### config.mk
export PLATFORM = sky130hd
export DESIGN_NAME = gpio_bank_irq
export DESIGN_NICKNAME = d
export VERILOG_FILES = /design/src/rtl/gpio_bank_pkg.sv /design/src/rtl/gpio_sync.sv /design/src/rtl/gpio_regs.sv /design/src/rtl/gpio_irq_detect.sv /design/src/rtl/gpio_bank_irq.sv
export SDC_FILE = /design/constraint.sdc
export NUM_CORES = 1
export LEC_CHECK = 0
export BUFFER_PORTS_ARGS = -buffer_cell sky130_fd_sc_hd__buf_2
export CAP_MARGIN = 10
export CORE_ASPECT_RATIO = 1.5
export CORE_MARGIN = 5
export CORE_UTILIZATION = 57
export DETAILED_ROUTE_END_ITERATION = 16
export PLACE_DENSITY = 0.79
export SYNTH_ARGS = -nofsm -noshare
export SYNTH_HDL_FRONTEND = slang
export SYNTH_SLANG_ARGS = --single-unit
### constraint.sdc
create_clock -name clk -period 2.8 [get_ports clk]
set_input_delay 0.7 -clock clk [delete_from_list [all_inputs] [get_ports clk]]
set_output_delay 0.7 -clock clk [all_outputs]
set_load 0.01 [all_outputs]
### src/rtl/gpio_bank_pkg.sv
// Package: gpio_bank_pkg
// Shared register offsets for the GPIO bank. Assumes a 4-bit offset bus.
package gpio_bank_pkg;
    localparam int ADDR_W = 4;

    typedef enum logic [ADDR_W-1:0] {
        REG_DIR   = 4'd0,
        REG_DOUT  = 4'd1,
        REG_ALT   = 4'd2,
        REG_PINS  = 4'd3,
        REG_MASK  = 4'd4,
        REG_TRIG  = 4'd5,
        REG_EPOL  = 4'd6,
        REG_LPOL  = 4'd7,
        REG_ISTAT = 4'd8
    } reg_addr_e;
endpackage

### src/rtl/gpio_sync.sv
// Module: gpio_sync
// Synchroniser chain for W asynchronous inputs, STAGES flops deep.
// Assumes each bit is independent; no bus coherence is implied.
module gpio_sync #(
    parameter int W      = 16,
    parameter int STAGES = 2
) (
    input  logic         clk,
    input  logic         rst_n,
    input  logic [W-1:0] d,
    output logic [W-1:0] q
);
    logic [W-1:0] stage [STAGES];

    genvar s;
    generate
        for (s = 0; s < STAGES; s++) begin : g_stage
            // Purpose: shift the sampled level one flop further down the chain.
            always_ff @(posedge clk) begin
                if (!rst_n) begin
                    stage[s] <= '0;
                end else if (s == 0) begin
                    stage[s] <= d;
                end else begin
                    stage[s] <= stage[(s == 0) ? 0 : s-1];
                end
            end
        end
    endgenerate

    assign q = stage[STAGES-1];
endmodule

### src/rtl/gpio_regs.sv
// Module: gpio_regs
// Configuration registers of the bank and the read multiplexer.
// Assumes a single-cycle write strobe; reads are combinational on addr.
module gpio_regs
    import gpio_bank_pkg::*;
#(
    parameter int W = 16
) (
    input  logic              clk,
    input  logic              rst_n,
    input  logic              we,
    input  logic [ADDR_W-1:0] addr,
    input  logic [W-1:0]      wdata,
    input  logic [W-1:0]      pin_lvl,
    input  logic [W-1:0]      istat,
    output logic [W-1:0]      rdata,
    output logic [W-1:0]      dir_q,
    output logic [W-1:0]      dout_q,
    output logic [W-1:0]      alt_q,
    output logic [W-1:0]      mask_q,
    output logic [W-1:0]      trig_q,
    output logic [W-1:0]      epol_q,
    output logic [W-1:0]      lpol_q
);
    reg_addr_e sel;
    assign sel = reg_addr_e'(addr);

    // Purpose: reset and update the writable configuration registers.
    always_ff @(posedge clk) begin
        if (!rst_n) begin
            dir_q  <= '0;
            dout_q <= '0;
            alt_q  <= '0;
            mask_q <= '1;
            trig_q <= '0;
            epol_q <= '0;
            lpol_q <= '1;
        end else if (we) begin
            case (sel)
                REG_DIR:  dir_q  <= wdata;
                REG_DOUT: dout_q <= wdata;
                REG_ALT:  alt_q  <= wdata;
                REG_MASK: mask_q <= wdata;
                REG_TRIG: trig_q <= wdata;
                REG_EPOL: epol_q <= wdata;
                REG_LPOL: lpol_q <= wdata;
                default:  ;
            endcase
        end
    end

    // Purpose: select the register named by addr for the read port.
    always_comb begin
        case (sel)
            REG_DIR:   rdata = dir_q;
            REG_DOUT:  rdata = dout_q;
            REG_ALT:   rdata = alt_q;
            REG_PINS:  rdata = pin_lvl;
            REG_MASK:  rdata = mask_q;
            REG_TRIG:  rdata = trig_q;
            REG_EPOL:  rdata = epol_q;
            REG_LPOL:  rdata = lpol_q;
            REG_ISTAT: rdata = istat;
            default:   rdata = '0;
        endcase
    end
endmodule

### src/rtl/gpio_irq_detect.sv
// Module: gpio_irq_detect
// Per-pin edge/level detection and the sticky interrupt status register.
// Assumes pin_lvl is already synchronous to clk.
module gpio_irq_detect #(
    parameter int W = 16
) (
    input  logic         clk,
    input  logic         rst_n,
    input  logic [W-1:0] pin_lvl,
    input  logic [W-1:0] trig,
    input  logic [W-1:0] epol,
    input  logic [W-1:0] lpol,
    input  logic         clr_we,
    input  logic [W-1:0] clr_keep,
    output logic [W-1:0] evt,
    output logic [W-1:0] istat
);
    logic [W-1:0] prev;
    logic [W-1:0] rise, fall, edge_hit, lvl_hit, keep;

    // Purpose: hold the synchronised level from one cycle earlier.
    always_ff @(posedge clk) begin
        if (!rst_n) prev <= '0;
        else        prev <= pin_lvl;
    end

    // Purpose: qualify edges and levels by each pin's trigger settings.
    always_comb begin
        rise     = pin_lvl & ~prev;
        fall     = ~pin_lvl & prev;
        edge_hit = (epol & rise) | (~epol & fall);
        lvl_hit  = ~(pin_lvl ^ lpol);
        evt      = (trig & edge_hit) | (~trig & lvl_hit);
        keep     = clr_we ? clr_keep : '1;
    end

    // Purpose: sticky status; a new event overrides a clear on the same edge.
    always_ff @(posedge clk) begin
        if (!rst_n) istat <= '0;
        else        istat <= (istat & keep) | evt;
    end
endmodule

### src/rtl/gpio_bank_irq.sv
// Module: gpio_bank_irq
// One GPIO bank: synchroniser, register file, interrupt detection, irq OR.
// Assumes pin_in is asynchronous and bus writes are synchronous to clk.
module gpio_bank_irq
    import gpio_bank_pkg::*;
#(
    parameter int NPINS       = 16,
    parameter int SYNC_STAGES = 2
) (
    input  logic              clk,
    input  logic              rst_n,
    input  logic              bus_we,
    input  logic [ADDR_W-1:0] bus_addr,
    input  logic [NPINS-1:0]  bus_wdata,
    output logic [NPINS-1:0]  bus_rdata,
    input  logic [NPINS-1:0]  pin_in,
    output logic [NPINS-1:0]  pin_out,
    output logic [NPINS-1:0]  pin_oe,
    output logic [NPINS-1:0]  alt_sel,
    output logic              irq
);
    logic [NPINS-1:0] pin_sync;
    logic [NPINS-1:0] dir_q, dout_q, alt_q, mask_q, trig_q, epol_q, lpol_q;
    logic [NPINS-1:0] evt, istat;
    logic             istat_we;

    assign istat_we = bus_we && (reg_addr_e'(bus_addr) == REG_ISTAT);

    gpio_sync #(.W(NPINS), .STAGES(SYNC_STAGES)) u_sync (
        .clk   (clk),
        .rst_n (rst_n),
        .d     (pin_in),
        .q     (pin_sync)
    );

    gpio_regs #(.W(NPINS)) u_regs (
        .clk     (clk),
        .rst_n   (rst_n),
        .we      (bus_we),
        .addr    (bus_addr),
        .wdata   (bus_wdata),
        .pin_lvl (pin_sync),
        .istat   (istat),
        .rdata   (bus_rdata),
        .dir_q   (dir_q),
        .dout_q  (dout_q),
        .alt_q   (alt_q),
        .mask_q  (mask_q),
        .trig_q  (trig_q),
        .epol_q  (epol_q),
        .lpol_q  (lpol_q)
    );

    gpio_irq_detect #(.W(NPINS)) u_det (
        .clk      (clk),
        .rst_n    (rst_n),
        .pin_lvl  (pin_sync),
        .trig     (trig_q),
        .epol     (epol_q),
        .lpol     (lpol_q),
        .clr_we   (istat_we),
        .clr_keep (bus_wdata),
        .evt      (evt),
        .istat    (istat)
    );

    assign pin_out = dout_q;
    assign pin_oe  = dir_q;
    assign alt_sel = alt_q;
    assign irq     = |(istat & ~mask_q);
endmodule

==> impl_metrics.prom <==
# TYPE chip_impl_metric gauge
chip_impl_info{name="status",value="finished clean"} 1
chip_impl_metric{name="gp_congestion",unit=""} 0.940
chip_impl_metric{name="buffer_ports.inserted",unit=""} 103
chip_impl_metric{name="detail_route.first_pass.iterations",unit=""} 8
chip_impl_metric{name="initial_utilization",unit="%"} 58.3
chip_impl_info{name="grt_setup_unrepaired",value="true"} 1
chip_impl_metric{name="ff2ff_setup_slack",unit="ns"} 1.66
chip_impl_metric{name="internal-power",unit="W"} 0.00404
chip_impl_metric{name="postLayoutSetupSlackWorst",unit="ns"} 0.0221
chip_impl_info{name="min_delay_worst_endpoint",value="u_sync.stage[1][2]"} 1
chip_impl_metric{name="drt_drc_violations_left",unit=""} 0
chip_impl_metric{name="dp_slack",unit="ns"} -0.0399
chip_impl_info{name="class_of_the_worst_hold_path",value="reg2reg"} 1
chip_impl_info{name="holdCritStartpoint",value="u_sync.stage[0][2]"} 1
chip_impl_metric{name="number_of_clock_buffers_inserted_by_tritoncts",unit=""} 17
chip_impl_metric{name="yosys_register_bits",unit=""} 176
chip_impl_metric{name="routed_wire_length_per_instance",unit="um"} 20.5
chip_impl_metric{name="area_of_combinational_cells_with_multiple_inputs",unit="sq um"} 3670
chip_impl_metric{name="worst-endpoint-arrival",unit="ns"} 2.08
chip_impl_metric{name="gr-total-overflow",unit=""} 0
chip_impl_info{name="critical_path.reg2reg.endpoint",value="u_det.istat[12]"} 1
chip_impl_info{name="worstSetupPathType",value="in2out"} 1
chip_impl_metric{name="leakagePower",unit="nW"} 3.59
chip_impl_metric{name="clkPwrFrac",unit="%"} 43.5
chip_impl_metric{name="grt_util_all_layers",unit="%"} 29.1
chip_impl_metric{name="rr_worst_depth",unit=""} 4
chip_impl_metric{name="drt_first_iter_violations",unit=""} 669
chip_impl_metric{name="worstHoldPathCells",unit=""} 1
chip_impl_metric{name="synth-edff-count",unit=""} 0
chip_impl_metric{name="timing.final.crit_period",unit="ns"} 2.78
chip_impl_metric{name="final.period_utilization",unit="%"} 99.2
chip_impl_info{name="synth.largest_area_cell",value="dfxtp_1"} 1
chip_impl_metric{name="synth_top_cell_area_share",unit="%"} 46.4
chip_impl_metric{name="ffs_w_async_s_r_synth",unit="%"} 0
chip_impl_metric{name="max-vdd-ir-drop",unit="uV"} 367
chip_impl_metric{name="required_time_reported_for_the_critical_path_endpoint",unit="ns"} 2.10
chip_impl_metric{name="clockBufferDepth",unit=""} 2
chip_impl_metric{name="yosysUniqueCellTypes",unit=""} 31
chip_impl_metric{name="clock_insertion_delay_worst_skew",unit="ns"} 0.43
chip_impl_metric{name="syn_nets",unit=""} 919
chip_impl_metric{name="post_synth_instance_area",unit="sq um"} 7590
chip_impl_metric{name="htree_levels",unit=""} 4
chip_impl_metric{name="fin_nets",unit=""} 1016
chip_impl_info{name="clock_tree.root_cell",value="clkbuf_16"} 1
chip_impl_info{name="tritoncts",value="built"} 1
chip_impl_metric{name="power_density",unit="nW/um^2"} 592
chip_impl_metric{name="power.share.switching",unit="%"} 25.2
chip_impl_metric{name="chipHeight",unit="um"} 151
chip_impl_info{name="start_kind",value="input pin"} 1
chip_impl_metric{name="post_detailed_route_via_to_cell_ratio",unit=""} 6.22
chip_impl_metric{name="postSynthCellCount",unit=""} 880
chip_impl_metric{name="finalWirelength",unit="mm"} 23.6
chip_impl_metric{name="clock-skew-final",unit="ns"} 0.00732
chip_impl_metric{name="sequentialPowerShare",unit="%"} 48.9
chip_impl_metric{name="core.rowCount",unit=""} 51
chip_impl_metric{name="worstMarginPinSlew",unit="ns"} 0.759
chip_impl_info{name="netlist_top_cells_count",value="nand2_1, dfxtp_1, a21boi_0, and2_1, clkbuf_1"} 1
chip_impl_metric{name="sequential_to_total_area_share_from_yosys_stat",unit="%"} 46.4
chip_impl_metric{name="maxClockFrequency",unit="MHz"} 360
chip_impl_metric{name="finalSetupViolations",unit=""} 0
chip_impl_metric{name="netSwitchingPower",unit="W"} 0.00136
chip_impl_metric{name="max-cap-violations",unit=""} 0
chip_impl_metric{name="ys.warnings.count",unit=""} 0
chip_impl_metric{name="antenna_cells",unit=""} 0
chip_impl_metric{name="hold_viol_final",unit=""} 0
chip_impl_info{name="critPathCaptureType",value="output pin"} 1
chip_impl_metric{name="synth_area_per_cell",unit="sq um"} 8.63
chip_impl_metric{name="holdBufCountCts",unit=""} 0
chip_impl_metric{name="relSlewSlack",unit="%"} 49.3
chip_impl_metric{name="initial_antenna_violation_count",unit=""} 0
chip_impl_metric{name="timing.final.max_slew_violations",unit=""} 0
chip_impl_metric{name="clock_sinks",unit=""} 176
chip_impl_metric{name="seq_area",unit="sq um"} 3520
chip_impl_metric{name="post-place-cells",unit=""} 1111
chip_impl_metric{name="comb_power_share",unit="%"} 7.7
chip_impl_info{name="synth_top_flop_cell",value="dfxtp_1"} 1
chip_impl_info{name="r2r_start",value="u_sync.stage[1][12]"} 1
chip_impl_metric{name="first_global_vias",unit=""} 6772
chip_impl_metric{name="core",unit="sq um"} 13000
chip_impl_metric{name="die_w",unit="um"} 104
chip_impl_metric{name="drtAntennaViolNets",unit=""} 0
chip_impl_metric{name="detailed_place_hpwl",unit="mm"} 16.1
chip_impl_metric{name="clock_slew_at_reported_path_ffs",unit="ns"} 0.07
chip_impl_info{name="synthMostInstantiatedCell",value="nand2_1"} 1
chip_impl_metric{name="worstPathMaxFanout",unit=""} 12
chip_impl_metric{name="layout.cells.non_filler",unit=""} 1149
chip_impl_info{name="synth_area_leaders",value="dfxtp_1, nand2_1, a21boi_0"} 1
chip_impl_metric{name="pin_count",unit=""} 104
chip_impl_metric{name="grt_pass1_wl",unit="mm"} 36.1
chip_impl_metric{name="grt_start_max_net_pins",unit=""} 62
chip_impl_metric{name="route.vias.total",unit=""} 7145
chip_impl_metric{name="total_power",unit="W"} 0.00540
chip_impl_metric{name="fillCellCount",unit=""} 1053
chip_impl_metric{name="floorplan.die_area",unit="sq um"} 15800
chip_impl_metric{name="synthToLayoutAreaGrowth",unit="%"} 20.1
chip_impl_metric{name="drive_gt1_share",unit="%"} 20.4
how the worst max path moves through the flow:
stage / from / end / slack [ns]
after floorplan: bus_addr[1] / bus_rdata[5] / 0.17
after detailed placement: bus_addr[3] / bus_rdata[12] / -0.04
after global placement: bus_addr[0] / bus_rdata[7] / -0.007
after global routing: bus_addr[0] / bus_rdata[8] / -0.05
after CTS: bus_addr[3] / bus_rdata[12] / -0.005
final: bus_addr[1] / bus_rdata[14] / 0.02
final cells by class:
type                    instances  share of cell area [%]
multi-input cells             613                    40.2
repair buffers                153                    11.9
clock inverters                14                    1.62
inverters                      16                   0.658
flip-flops and latches        176                    38.6
clock buffers                  18                    4.81
well taps                     159                    2.18
power by group through the flow:
| stage | Combinational, W | Clock (W) | Sequential, W |
|---|---|---|---|
| 2_1_floorplan | 0.000244 | 0 | 0.00267 |
| 3_3_place_gp | 0.000383 | 0 | 0.00269 |
| 3_5_place_dp | 0.000389 | 0 | 0.00269 |
| 4_1_cts | 0.000393 | 0.00237 | 0.00264 |
| 5_1_grt | 0.000448 | 0.00249 | 0.00265 |
| 6_report | 0.000414 | 0.00235 | 0.00264 |
kinds of logic (layout without fill, tap and decap cells):
family	after synthesis	count (layout)	share of synthesized area, %
flops	176	176	46.4
compound gates	230	230	22.7
xor+xnor	16	16	1.85
buf+inv	91	201	6.06
simple gates	367	367	23.0
flip-flops by register name, summed over array words and instances (netlist names):
name	cells
u_sync.stage	32
u_det.istat	16
u_det.prev	16
u_regs.alt_q	16
u_regs.dir_q	16
u_regs.dout_q	16
u_regs.epol_q	16
u_regs.lpol_q	16
u_regs.mask_q	16
u_regs.trig_q	16
layout by cell type (no fill, tap or decap), types with 7 or more instances in the layout:
cell       Yosys  final
nand3_1       24     24
nand2_1      251    251
o221ai_1      16     16
a22oi_1       27     26
nand4_1       12     12
buf_2         18     98
a22o_1        16     16
o21ai_0       32     32
inv_1         16     16
buf_12         0     11
xnor2_1       16     16
o211ai_1       8      8
buf_6          5      8
a221oi_1      18     13
and2_1        55     55
nand2b_1      16     16
a21boi_0      66     66
buf_4         15     34
a221oi_2       2      7
a21boi_1      30     30
clkbuf_16      0     17
dfxtp_1      176    176
critical path: stages:
cell and delay [ns]:
buf_4 0.15, buf_4 0.15, nor4b_4 0.34, buf_12 0.19
a22o_1 0.14, a221oi_1 0.05, a31oi_1 0.20, buf_2 0.17
through the flow:
| step | utilization, % | TNS (ns) | hold slack, ns | area (sq um) |
|---|---|---|---|---|
| after floorplan | - | 0 | 0.412 | 7590 |
| final | 70.1 | 0 | 0.426 | 9120 |
| after detailed placement | 64.3 | -0.114 | 0.418 | 8370 |
| after global placement | 64.3 | -0.0122 | 0.416 | 8370 |
| after CTS | 68.9 | -0.00513 | 0.431 | 8970 |
| after global routing | 70.1 | -0.0810 | 0.450 | 9120 |
what timing repair did:
action / in CTS / in global routing
endpoints found under the setup margin: 6 / 15
cloned: 0 / 1
gates resized for setup: 3 / 27
setup buffers: 0 / 5
pin swaps: 0 / 12
per-layer routing:
metal  routed length [um]  track usage, %  part of all wire [%]
met2                11800            50.4                    50
met4                 1510            18.0                   6.4
met1                 8250            32.7                    35
met5                    0               0                     0
met3                 2070            5.93                   8.8
No activity file was read; power rests on OpenSTA's default activity.
